### src/rtl/vgc_pkg.sv
package vgc_pkg;

  // Control state of the gather engine.
  typedef enum logic [1:0] {
    GS_IDLE  = 2'd0,  // no gather held
    GS_RUN   = 2'd1,  // lanes still waiting for their lines
    GS_DRAIN = 2'd2   // all lanes filled, output register busy
  } gstate_e;

endpackage

### src/rtl/vgc_lane_addr.sv
// Word address of one lane, split into line index and word select.
module vgc_lane_addr #(
  parameter int WADDR_W    = 32,
  parameter int LINE_WORDS = 16,
  localparam int WSEL_W = $clog2(LINE_WORDS),
  localparam int LIDX_W = WADDR_W - WSEL_W
) (
  input  logic [WADDR_W-1:0] base_word,
  input  logic [WADDR_W-1:0] offset,
  output logic [LIDX_W-1:0]  line_idx,
  output logic [WSEL_W-1:0]  word_sel
);

  logic [WADDR_W-1:0] word_addr;

  // Wraps modulo 2^WADDR_W.
  assign word_addr = base_word + offset;
  assign line_idx  = word_addr[WADDR_W-1:WSEL_W];
  assign word_sel  = word_addr[WSEL_W-1:0];

endmodule

### src/rtl/vgc_line_pick.sv
// Chooses up to two distinct lines among pending lanes and flags the hits.
module vgc_line_pick #(
  parameter int LANES  = 8,
  parameter int LIDX_W = 28
) (
  input  logic [LANES-1:0]        pending,
  input  logic [LANES*LIDX_W-1:0] lines_flat,
  output logic                    sel0_v,
  output logic [LIDX_W-1:0]       sel0_line,
  output logic                    sel1_v,
  output logic [LIDX_W-1:0]       sel1_line,
  output logic [LANES-1:0]        hit0,
  output logic [LANES-1:0]        hit1
);

  logic [LIDX_W-1:0] lane_line [LANES];

  for (genvar l = 0; l < LANES; l++) begin : g_unpack
    assign lane_line[l] = lines_flat[l*LIDX_W +: LIDX_W];
  end

  // First choice: lowest pending lane.
  always_comb begin
    sel0_v    = 1'b0;
    sel0_line = '0;
    for (int l = 0; l < LANES; l++) begin
      if (pending[l] && !sel0_v) begin
        sel0_v    = 1'b1;
        sel0_line = lane_line[l];
      end
    end
  end

  // Second choice: lowest pending lane on another line.
  always_comb begin
    sel1_v    = 1'b0;
    sel1_line = '0;
    for (int l = 0; l < LANES; l++) begin
      if (pending[l] && (lane_line[l] != sel0_line) && !sel1_v) begin
        sel1_v    = 1'b1;
        sel1_line = lane_line[l];
      end
    end
  end

  for (genvar l = 0; l < LANES; l++) begin : g_hit
    assign hit0[l] = pending[l] && sel0_v && (lane_line[l] == sel0_line);
    assign hit1[l] = pending[l] && sel1_v && (lane_line[l] == sel1_line);
  end

endmodule

### src/rtl/vgc_lane_fill.sv
// Extracts one lane's word from whichever read port serves it.
module vgc_lane_fill #(
  parameter int WORD_W     = 32,
  parameter int LINE_WORDS = 16,
  localparam int WSEL_W    = $clog2(LINE_WORDS),
  localparam int LINE_BITS = LINE_WORDS * WORD_W
) (
  input  logic                 hit0,
  input  logic                 hit1,
  input  logic [WSEL_W-1:0]    word_sel,
  input  logic [LINE_BITS-1:0] line0,
  input  logic [LINE_BITS-1:0] line1,
  output logic                 fill,
  output logic [WORD_W-1:0]    word
);

  int unsigned idx;

  assign fill = hit0 || hit1;

  always_comb begin
    idx = int'(word_sel) * WORD_W;
    if (hit0) begin
      word = line0[idx +: WORD_W];
    end else if (hit1) begin
      word = line1[idx +: WORD_W];
    end else begin
      word = '0;
    end
  end

endmodule

### src/rtl/vgather_coalesce.sv
module vgather_coalesce
  import vgc_pkg::*;
#(
  parameter int LANES      = 8,
  parameter int WORD_W     = 32,
  parameter int WADDR_W    = 32,
  parameter int LINE_WORDS = 16,
  localparam int WSEL_W    = $clog2(LINE_WORDS),
  localparam int LIDX_W    = WADDR_W - WSEL_W,
  localparam int LINE_BITS = LINE_WORDS * WORD_W
) (
  input  logic                      clk,
  input  logic                      rst_n,
  input  logic                      req_valid,
  output logic                      req_ready,
  input  logic [WADDR_W-1:0]        req_base_word,
  input  logic [LANES*WADDR_W-1:0]  req_offsets,
  input  logic [LANES-1:0]          req_lane_en,
  output logic                      rd0_en,
  output logic [LIDX_W-1:0]         rd0_line,
  input  logic [LINE_BITS-1:0]      rd0_data,
  output logic                      rd1_en,
  output logic [LIDX_W-1:0]         rd1_line,
  input  logic [LINE_BITS-1:0]      rd1_data,
  output logic                      rsp_valid,
  input  logic                      rsp_ready,
  output logic [LANES*WORD_W-1:0]   rsp_data
);

  gstate_e state_q, state_d;

  logic [LIDX_W-1:0] req_line    [LANES];
  logic [WSEL_W-1:0] req_wsel    [LANES];
  logic [LIDX_W-1:0] lane_line_q [LANES];
  logic [WSEL_W-1:0] lane_wsel_q [LANES];
  logic [WORD_W-1:0] work_q      [LANES];
  logic [WORD_W-1:0] fetched     [LANES];
  logic [WORD_W-1:0] merged      [LANES];

  logic [LANES-1:0]        filled_q, filled_nx, pending, fill_now, hit0, hit1;
  logic [LANES*LIDX_W-1:0] lines_flat;
  logic [LANES*WORD_W-1:0] merged_flat, rsp_data_q;
  logic                    sel0_v, sel1_v;
  logic [LIDX_W-1:0]       sel0_line, sel1_line;
  logic                    all_nx, out_free, finish, accept, running, rsp_valid_q;

  // Per-lane address split, word extraction and result merge.
  for (genvar l = 0; l < LANES; l++) begin : g_lane
    vgc_lane_addr #(
      .WADDR_W   (WADDR_W),
      .LINE_WORDS(LINE_WORDS)
    ) u_addr (
      .base_word(req_base_word),
      .offset   (req_offsets[l*WADDR_W +: WADDR_W]),
      .line_idx (req_line[l]),
      .word_sel (req_wsel[l])
    );

    vgc_lane_fill #(
      .WORD_W    (WORD_W),
      .LINE_WORDS(LINE_WORDS)
    ) u_fill (
      .hit0    (hit0[l]),
      .hit1    (hit1[l]),
      .word_sel(lane_wsel_q[l]),
      .line0   (rd0_data),
      .line1   (rd1_data),
      .fill    (fill_now[l]),
      .word    (fetched[l])
    );

    assign lines_flat[l*LIDX_W +: LIDX_W]   = lane_line_q[l];
    assign merged[l]                        = fill_now[l] ? fetched[l] : work_q[l];
    assign merged_flat[l*WORD_W +: WORD_W]  = merged[l];

    always_ff @(posedge clk) begin
      if (accept) begin
        lane_line_q[l] <= req_line[l];
        lane_wsel_q[l] <= req_wsel[l];
        work_q[l]      <= '0;
      end else if (running) begin
        work_q[l]      <= merged[l];
      end
    end
  end

  assign running = (state_q == GS_RUN);
  assign pending = running ? ~filled_q : '0;

  vgc_line_pick #(
    .LANES (LANES),
    .LIDX_W(LIDX_W)
  ) u_pick (
    .pending   (pending),
    .lines_flat(lines_flat),
    .sel0_v    (sel0_v),
    .sel0_line (sel0_line),
    .sel1_v    (sel1_v),
    .sel1_line (sel1_line),
    .hit0      (hit0),
    .hit1      (hit1)
  );

  assign rd0_en   = sel0_v;
  assign rd0_line = sel0_line;
  assign rd1_en   = sel1_v;
  assign rd1_line = sel1_line;

  // Completion and handshakes.
  assign filled_nx = filled_q | fill_now;
  assign all_nx    = &filled_nx;
  assign out_free  = !rsp_valid_q || rsp_ready;
  assign finish    = (state_q != GS_IDLE) && all_nx && out_free;
  assign req_ready = (state_q == GS_IDLE) || finish;
  assign accept    = req_valid && req_ready;

  always_comb begin
    state_d = state_q;
    if ((state_q == GS_IDLE) || finish) begin
      state_d = accept ? GS_RUN : GS_IDLE;
    end else if (running && all_nx) begin
      state_d = GS_DRAIN;
    end
  end

  always_ff @(posedge clk or negedge rst_n) begin
    if (!rst_n) begin
      state_q     <= GS_IDLE;
      rsp_valid_q <= 1'b0;
      filled_q    <= '1;
    end else begin
      state_q <= state_d;
      if (finish) begin
        rsp_valid_q <= 1'b1;
      end else if (rsp_ready) begin
        rsp_valid_q <= 1'b0;
      end
      if (accept) begin
        filled_q <= ~req_lane_en;
      end else if (running) begin
        filled_q <= filled_nx;
      end
    end
  end

  always_ff @(posedge clk) begin
    if (finish) begin
      rsp_data_q <= merged_flat;
    end
  end

  assign rsp_valid = rsp_valid_q;
  assign rsp_data  = rsp_data_q;

endmodule

### config.mk
export PLATFORM = sky130hd
export DESIGN_NAME = vgather_coalesce
export DESIGN_NICKNAME = d
export VERILOG_FILES = /design/src/rtl/vgc_pkg.sv /design/src/rtl/vgc_lane_addr.sv /design/src/rtl/vgc_line_pick.sv /design/src/rtl/vgc_lane_fill.sv /design/src/rtl/vgather_coalesce.sv
export SDC_FILE = /design/constraint.sdc
export NUM_CORES = 2
export LEC_CHECK = 0
export BUFFER_PORTS_ARGS = -buffer_cell sky130_fd_sc_hd__buf_2
export CORE_AREA = 2 2 633 635
export DETAILED_ROUTE_END_ITERATION = 8
export DIE_AREA = 0 0 635 637
export PLACE_DENSITY_LB_ADDON = 0.1
export SLEW_MARGIN = 15
export SYNTH_ARGS = -nofsm -noshare
export SYNTH_HDL_FRONTEND = slang
export SYNTH_SLANG_ARGS = --single-unit
export TNS_END_PERCENT = 50
### constraint.sdc
create_clock -name clk -period 16.03 [get_ports clk]
set_input_delay 3.206 -clock clk [delete_from_list [all_inputs] [get_ports clk]]
set_output_delay 3.206 -clock clk [all_outputs]
set_load 0.01 [all_outputs]
## After elaboration in Yosys (flattened, before gate mapping)

Memories as Yosys holds them, arrays and structs flattened.
Index checks and enable logic that the tools add are counted.

- Flip-flop bits (word level): 267
- Bits in writable memories: 512
- Bits of input ports: 1324
- Output and inout bits: 316
- Word-level logic and storage cells: 233
- Memories: 3

Memories:

| name | depth | width | rd ports | clocked after Yosys merged registers in | wr ports | RTL line | RTL |
|---|---|---|---|---|---|---|---|
| work_q | 8 | 32 | 8 | 0 | 8 | vgather_coalesce.sv:36 | `logic [WORD_W-1:0] work_q [LANES];` |
| lane_line_q | 8 | 28 | 8 | 0 | 8 | vgather_coalesce.sv:34 | `logic [LIDX_W-1:0] lane_line_q [LANES];` |
| lane_wsel_q | 8 | 4 | 8 | 0 | 8 | vgather_coalesce.sv:35 | `logic [WSEL_W-1:0] lane_wsel_q [LANES];` |

- Add/sub/neg operators: 8
- Equal/unequal tests: 25
- Shift operators: 16
- Muxes and demuxes: 77
- Bitwise operators: 11
- Reduce and logical (&&, ||, !) cells: 89

Operators by type and width:

| operator | number |
|---|---|
| 512-bit by 10-bit indexed part select with 32-bit output | 16 |
| 32-bit two-way mux | 32 |
| 28-bit == test | 16 |
| 28-bit two-way mux | 16 |
| 32-bit adder | 8 |
| 28-bit != test | 8 |
| 1-bit logical AND | 58 |
| 1-bit two-way mux | 24 |
| 8-bit two-way mux | 3 |
| 8-bit inverter | 2 |
| 1-bit logical NOT | 15 |
| 1-bit logical OR | 10 |
| 1-bit bitwise OR | 8 |
| 8-bit bitwise OR | 1 |
| 8-bit AND reduction | 1 |
| 2-bit nonzero test | 4 |
| 2-bit two-way mux | 2 |
| 2-bit by 1-bit == test with 1-bit output, second input constant | 1 |
| 2-bit logical NOT | 1 |

## Logic depth before layout (Yosys ltp)

- Word-level depth: 60
- Mapped depth: 34
- Gate-level depth less buffers: 23

## Modules after synthesis

Synthesis repeated with hierarchy kept, for this count alone.

- Cell total of the unflattened synthesis: 13819
- Area total of the unflattened synthesis: 126691.5 µm²

By module, submodules not included:

| module | instances | cells each | area each (µm²) | seq. area each (µm²) |
|---|---|---|---|---|
| vgc_lane_fill | 8 | 1064 | 8899.8 | 0.0 |
| vgather_coalesce | 1 | 1401 | 28471.1 | 23347.4 |
| vgc_line_pick | 1 | 2090 | 13838.3 | 0.0 |
| vgc_lane_addr (g_lane[3].u_addr ...) | 3 | 202 | 1498.9 | 0.0 |
| vgc_lane_addr (g_lane[0].u_addr ...) | 2 | 241 | 1744.2 | 0.0 |
| vgc_lane_addr (g_lane[2].u_addr ...) | 2 | 248 | 1739.2 | 0.0 |
| vgc_lane_addr (g_lane[7].u_addr) | 1 | 232 | 1720.4 | 0.0 |

## Worst setup path after synthesis

Ideal clock, no wire load.

- Kind: reg2reg
- Start: register filled_q[0]
- End: register rsp_data_q[0], in the netlist rsp_data[0], enable pin
- Library setup time: 0.649 ns
- Arrival: 12.199 ns
- Data required time: 15.381 ns
- Setup slack: 3.182 ns
- Cell stages (with the launch flop): 27
- Buffers on the path: 8
- Period minus slack after synthesis: 12.848 ns
- Cells stage by stage: dfstp_2 > buf_2 > buf_2 > buf_6 > buf_6 > buf_2 > nand3b_1 > a21oi_1 > nor4_1 > o21ai_1 > o311ai_0 > a211oi_1 > and4_1 > clkbuf_1 > a21o_1 > buf_2 > buf_2 > mux2_2 > o221ai_1 > o211ai_1 > xor2_1 > a2111oi_0 > nand4_1 > nor4_4 > o221ai_2 > nor4_4 > and2_1

- Longest elaborated chain between the ends: 55
- Elaborated cells between the ends (all ways): 138
- Those cells by class: eq/ne (24); mux (33); bitwise (2); reduce/logical (79)

Ends and longest elaborated chain:

| item | RTL line | RTL |
|---|---|---|
| from (decl) | vgather_coalesce.sv:40 | `logic [LANES-1:0] filled_q, filled_nx, pending, fill_now, hit0, hit1;` |
| from (signal assigned) | vgather_coalesce.sv:139 | `filled_q <= ~req_lane_en;` |
| from (signal assigned) | vgather_coalesce.sv:141 | `filled_q <= filled_nx;` |
| 8-bit inverter * | vgather_coalesce.sv:88 | `assign pending = running ? ~filled_q : '0;` |
| 8-bit two-way mux * | vgather_coalesce.sv:88 |  |
| 1-bit two-way mux | vgc_line_pick.sv:27 | `if (pending[l] && !sel0_v) begin` |
| 1-bit logical NOT | vgc_line_pick.sv:27 |  |
| 1-bit logical AND | vgc_line_pick.sv:27 |  |
| 1-bit two-way mux | vgc_line_pick.sv:27 |  |
| 1-bit logical NOT | vgc_line_pick.sv:27 |  |
| 1-bit logical AND | vgc_line_pick.sv:27 |  |
| [... 16 more ...] | - |  |
| net rd0_line[14] | vgather_coalesce.sv:20 | `output logic [LIDX_W-1:0] rd0_line,` |
| [... 24 more ...] | - |  |
| net rd1_line[5] | vgather_coalesce.sv:23 | `output logic [LIDX_W-1:0] rd1_line,` |
| 28-bit == test | vgc_line_pick.sv:48 | `assign hit1[l] = pending[l] && sel1_v && (lane_line[l] == sel1_line);` |
| 1-bit logical AND | vgc_line_pick.sv:48 |  |
| 1-bit logical OR | vgc_lane_fill.sv:19 | `assign fill = hit0 \|\| hit1;` |
| 8-bit bitwise OR * | vgather_coalesce.sv:110 | `assign filled_nx = filled_q \| fill_now;` |
| 8-bit AND reduction * | vgather_coalesce.sv:111 | `assign all_nx = &filled_nx;` |
| 1-bit logical AND * (2 in a row) | vgather_coalesce.sv:113 | `assign finish = (state_q != GS_IDLE) && all_nx && out_free;` |
| net finish | vgather_coalesce.sv:45 | `logic all_nx, out_free, finish, accept, running, rsp_valid_q;` |
| to (signal assigned) | vgather_coalesce.sv:148 | `rsp_data_q <= merged_flat;` |
| to (decl) | vgather_coalesce.sv:42 | `logic [LANES*WORD_W-1:0] merged_flat, rsp_data_q;` |

Mark *: on every way through the listed nets, which the timed path passes. The rest lies on a longest branch.
A chain may end at the register's enable or synchronous reset.

## Final worst setup path

- Start: register filled_q[0]
- End: output req_ready

- Longest elaborated chain between the ends: 56
- Elaborated cells between the ends (all ways): 139
- Those cells by class: eq/ne (24); mux (33); bitwise (2); reduce/logical (80)

Ends and longest elaborated chain:

| item | RTL line | RTL |
|---|---|---|
| 8-bit inverter | vgather_coalesce.sv:88 |  |
| 8-bit two-way mux | vgather_coalesce.sv:88 |  |
| 1-bit two-way mux | vgc_line_pick.sv:27 |  |
| 1-bit logical NOT | vgc_line_pick.sv:27 |  |
| 1-bit logical AND | vgc_line_pick.sv:27 |  |
| 1-bit two-way mux | vgc_line_pick.sv:27 |  |
| 1-bit logical NOT | vgc_line_pick.sv:27 |  |
| 1-bit logical AND | vgc_line_pick.sv:27 |  |
| [... 39 more ...] | - |  |
| 28-bit two-way mux or 1-bit two-way mux (tied branches) | vgc_line_pick.sv:39 | `if (pending[l] && (lane_line[l] != sel0_line) && !sel1_v) begin` |
| 28-bit == test or 1-bit logical AND (tied branches) | vgc_line_pick.sv:48 |  |
| 1-bit logical AND | vgc_line_pick.sv:48 |  |
| 1-bit logical OR | vgc_lane_fill.sv:19 |  |
| 8-bit bitwise OR * | vgather_coalesce.sv:110 |  |
| 8-bit AND reduction * | vgather_coalesce.sv:111 |  |
| 1-bit logical AND * (2 in a row) | vgather_coalesce.sv:113 |  |
| 1-bit logical OR * | vgather_coalesce.sv:114 | `assign req_ready = (state_q == GS_IDLE) \|\| finish;` |
| to (decl) | vgather_coalesce.sv:15 | `output logic req_ready,` |

Mark *: on every way between the ends. The rest lies on a longest branch, timed or not.

==> key figures <==
Clock network
  • # H-tree levels: 3
  • Clock transition at path regs: 0.06 ns
  • # hold bufs at CTS: 0
  • Setup Fix Bufs, Post-CTS: 0
  • PostCTS Resize Cnt: 0
  • CTS tree: built
  • TritonCTS Buffers: 108
  • Clock sinks: 779
  • Clock Latency Late Sink: 0.94 ns
  • Root Driver: clkbuf_16
  • Clock Path Buffers: 4

Floorplan
  • Die Y: 637 um
  • Initial Util: 0.2792
  • CORE AREA: 0.3980 mm2
  • # rows: 232
  • Die ar.: 0.4045 mm2
  • IO Pins: 1640
  • DIE WIDTH: 635 um

Worst setup path
  • Worst path slowest cell: a222oi_1
  • Buf+Inv Stages, Crit Path: 5
  • Critical Path Source Type: flip-flop
  • Arrival time at the worst endpoint: 11.52 ns
  • CP dominant cell by count: buf_4
  • Delay-heaviest family, CP: compound AO/OA/AOI/OAI gates
  • Crit path required time: 12.82 ns
  • Crit path largest cell delay: 1.05 ns
  • Critical path peak fanout: 28
  • WS Path Type: flip-flop to output port
  • Crit-path cells: buf_4, nor2b_1, a21oi_1, o32a_1, a21o_1, a222oi_1, nand4_1, or4_1, or4_1, a211oi_1, a22oi_1, a41oi_1, and2_1, buf_4, xnor2_1, a2111oi_0, nand4b_1, nor4_4, buf_4, o221ai_2, nor4_4, buf_4, or2_2, buf_2
  • Crit path capture type: output port

STA
  • Tightest Pin Transition: 1.433 ns
  • RSZ-0062 raised after global routing: false
  • TNS Setup: 0 ns
  • Tmin final: 14.73 ns
  • Max-slew headroom: 0.03823
  • Slew Viols, Final: 0
  • Final worst-path cycle share: 0.9189
  • Count of final hold-check violations: 0
  • FMAX: 67.89 MHz
  • Final setup vio count: 0
  • Skew final: 0.09939 ns
  • Final worst setup slack: 1.300 ns
  • WHS: 0.5573 ns

Drt
  • Drt total wl: 911.8 mm
  • Post-DRT Antenna Nets: 1
  • Remaining DRCs: 0
  • Routed length per instance: 55.90 um
  • Initial DRT Pass Iterations: 6
  • DR iter-0 viols: 18810
  • Vias post-DR: 113300
  • Vias/cell: 6.949

Job
  • Number of max-cap violations: 0

Outcome
  • Status: complete, but fails checks
  • Failing checks: antenna violations

Synthesis
  • Syn_nets: 10460
  • Post-synthesis sequential area ratio: 0.2101
  • Post-synth EDFFs: 768
  • Avg Cell Area, Syn: 12.52 um2
  • Asr flop ratio synth: 0.01412
  • Mapped Area: 0.1111 mm2
  • Synth warn: 0
  • Synth Flop Type: edfxtp_1
  • FF+latch count, synth: 779
  • Post-Synthesis Cells: 8877
  • Area leader, netlist: mux4_2
  • Synth unique cells: 109
  • Synth area leaders: mux4_2 (45%), edfxtp_1 (21%), ha_1 (2.8%), mux2i_1 (2.8%), nor2b_1 (2.7%)
  • Area share of the largest cell type after synthesis: 0.4541

Finish
  • Final net count: 11930
  • Layout area overhead: 19.58%
  • Post-route cell area: 0.1329 mm2
  • Fraction of layout cells with a size suffix above 1: 0.4678

Pwr
  • PwrDens: 50.98 mW/mm2
  • Lkg Pwr: 0.04756 uW
  • Post-layout power: 6773 uW
  • Max VDD drop: 0.09229 mV

Place
  • Post-Place Cell Area: 0.1277 mm2
  • RD Place Congestion: 1.133
  • Post-DP HPWL: 715.6 mm
  • Setup WS pre-CTS: 2.662 ns
  • Buffers on Ports: 1639

GRT
  • GRT Util Overall: 0.4363
  • Antenna violations before repair: 703
  • Pin count of the biggest net entering global routing: 121
  • Total grt overflow: 0
  • First-pass GRT wire length: 1152 mm
  • Vias in the first global route: 104700

Worst hold path
  • Hold/Removal Path Class: flip-flop to flip-flop
routing by layer:
layer  wire length (um)  track usage
met1             351800       0.5669
met2             360400       0.5798
met3             127800       0.1930
met4              70640       0.2882
met5               1114    0.0001182
synthesized netlist by cell type, types with 23 or more instances:
| library cell | number |
|---|---|
| or3_1 | 43 |
| nor2b_1 | 478 |
| a211o_1 | 46 |
| nand2b_1 | 108 |
| xnor2_1 | 268 |
| mux2i_1 | 308 |
| a2111oi_0 | 33 |
| a21oi_1 | 437 |
| nand3_1 | 130 |
| o2111ai_1 | 23 |
| a31oi_1 | 85 |
| mux2_2 | 102 |
| edfxtp_1 | 768 |
| nand2_1 | 373 |
| o211ai_1 | 54 |
| o21ai_0 | 261 |
| a21o_1 | 44 |
| a41oi_1 | 23 |
| and3_1 | 47 |
| a21boi_0 | 51 |
| a211oi_1 | 197 |
| nor2_1 | 491 |
| a22oi_1 | 34 |
| a221oi_1 | 26 |
| inv_1 | 202 |
| nor4_1 | 37 |
| and2_1 | 46 |
| mux4_2 | 2240 |
| nand4_1 | 53 |
| o21a_1 | 28 |
| ha_1 | 248 |
| buf_1 | 191 |
| buf_2 | 68 |
| o22ai_1 | 39 |
| nor3_1 | 154 |
| clkbuf_1 | 560 |
| xor2_1 | 76 |
metrics by stage:
step	util	std cells
after floorplan	-	8877
after global placement	0.3208	15500
after global routing	0.3326	16110
after detailed placement	0.3209	15510
after CTS	0.3299	15700
final	0.3338	16310
tightest hold or removal path, stage by stage, from the launching register on:
cell and delay [ns]:
edfxtp_1 0.32, nand2_1 0.04, o21ai_0 0.08
flip-flops by register name, indices dropped and copies added, names as in the netlist:
signal       count
lane_line_q    224
rsp_data       256
lane_wsel_q     32
work_q         256
filled_q         8
rsp_valid        1
state_q          2
cells in the final DEF, fill, tap and decap left out, drive strengths merged, types with 156 or more instances in the layout:
master  synthesis  layout
edfxtp        768     768
ha            248     248
a21oi         437     437
inv           203     212
buf           301    2225
diode           0     612
a211oi        201     201
nor2b         478     478
mux2i         308     308
nor3          156     156
nor2          494     494
nand2         373     373
xnor2         268     268
o21ai         278     278
mux4         2240    2240
power breakdown:
group	total [uW]	switching (uW)	internal, uW	leakage [uW]
Clock	2630	1170	1460	0.00174
Sequential	2330	13.5	2310	0.00779
Combinational	1820	1000	816	0.0380
Total	6770	2180	4590	0.0476
cell families (layout without fill, tap and decap cells):
family	after synthesis	count (layout)	share of synthesized area
buffers and inverters	1066	2623	0.03891
AO/OA/AOI/OAI	1702	1702	0.1051
flip-flops	779	779	0.2101
adder cells (fa/ha/maj)	256	256	0.02937
XOR/XNOR	344	344	0.02712
multiplexers	2651	2651	0.4922
AND/OR/NAND/NOR	2079	2079	0.09716
other	0	612	0
final timing paths:
check	depth (start not counted)	to	startpoint	slack (ns)
setup / recovery	24	req_ready	filled_q[0]	1.30
hold / removal	2	rsp_data[36]	work_q[0][36]	0.56
setup reg to reg	24	work_q[1][50]	filled_q[0]	3.96
hold reg to reg	2	rsp_data[36]	work_q[0][36]	0.56
max in group asynchronous	1	filled_q[5]	rst_n	13.37
min in group asynchronous	1	rsp_valid	rst_n	2.28
final cells by class:
class / instances / area (um2)
Multi-Input combinational cell: 7032 / 83830
Tap cell: 5265 / 6588
Sequential cell: 779 / 23350
Clock inverter: 76 / 835.8
Fill cell: 40120 / 265100
Inverter: 205 / 777.0
Antenna cell: 612 / 1531
Clock buffer: 117 / 2736
Timing Repair Buffer: 2225 / 13220
Power figures use the tool's default switching activity.
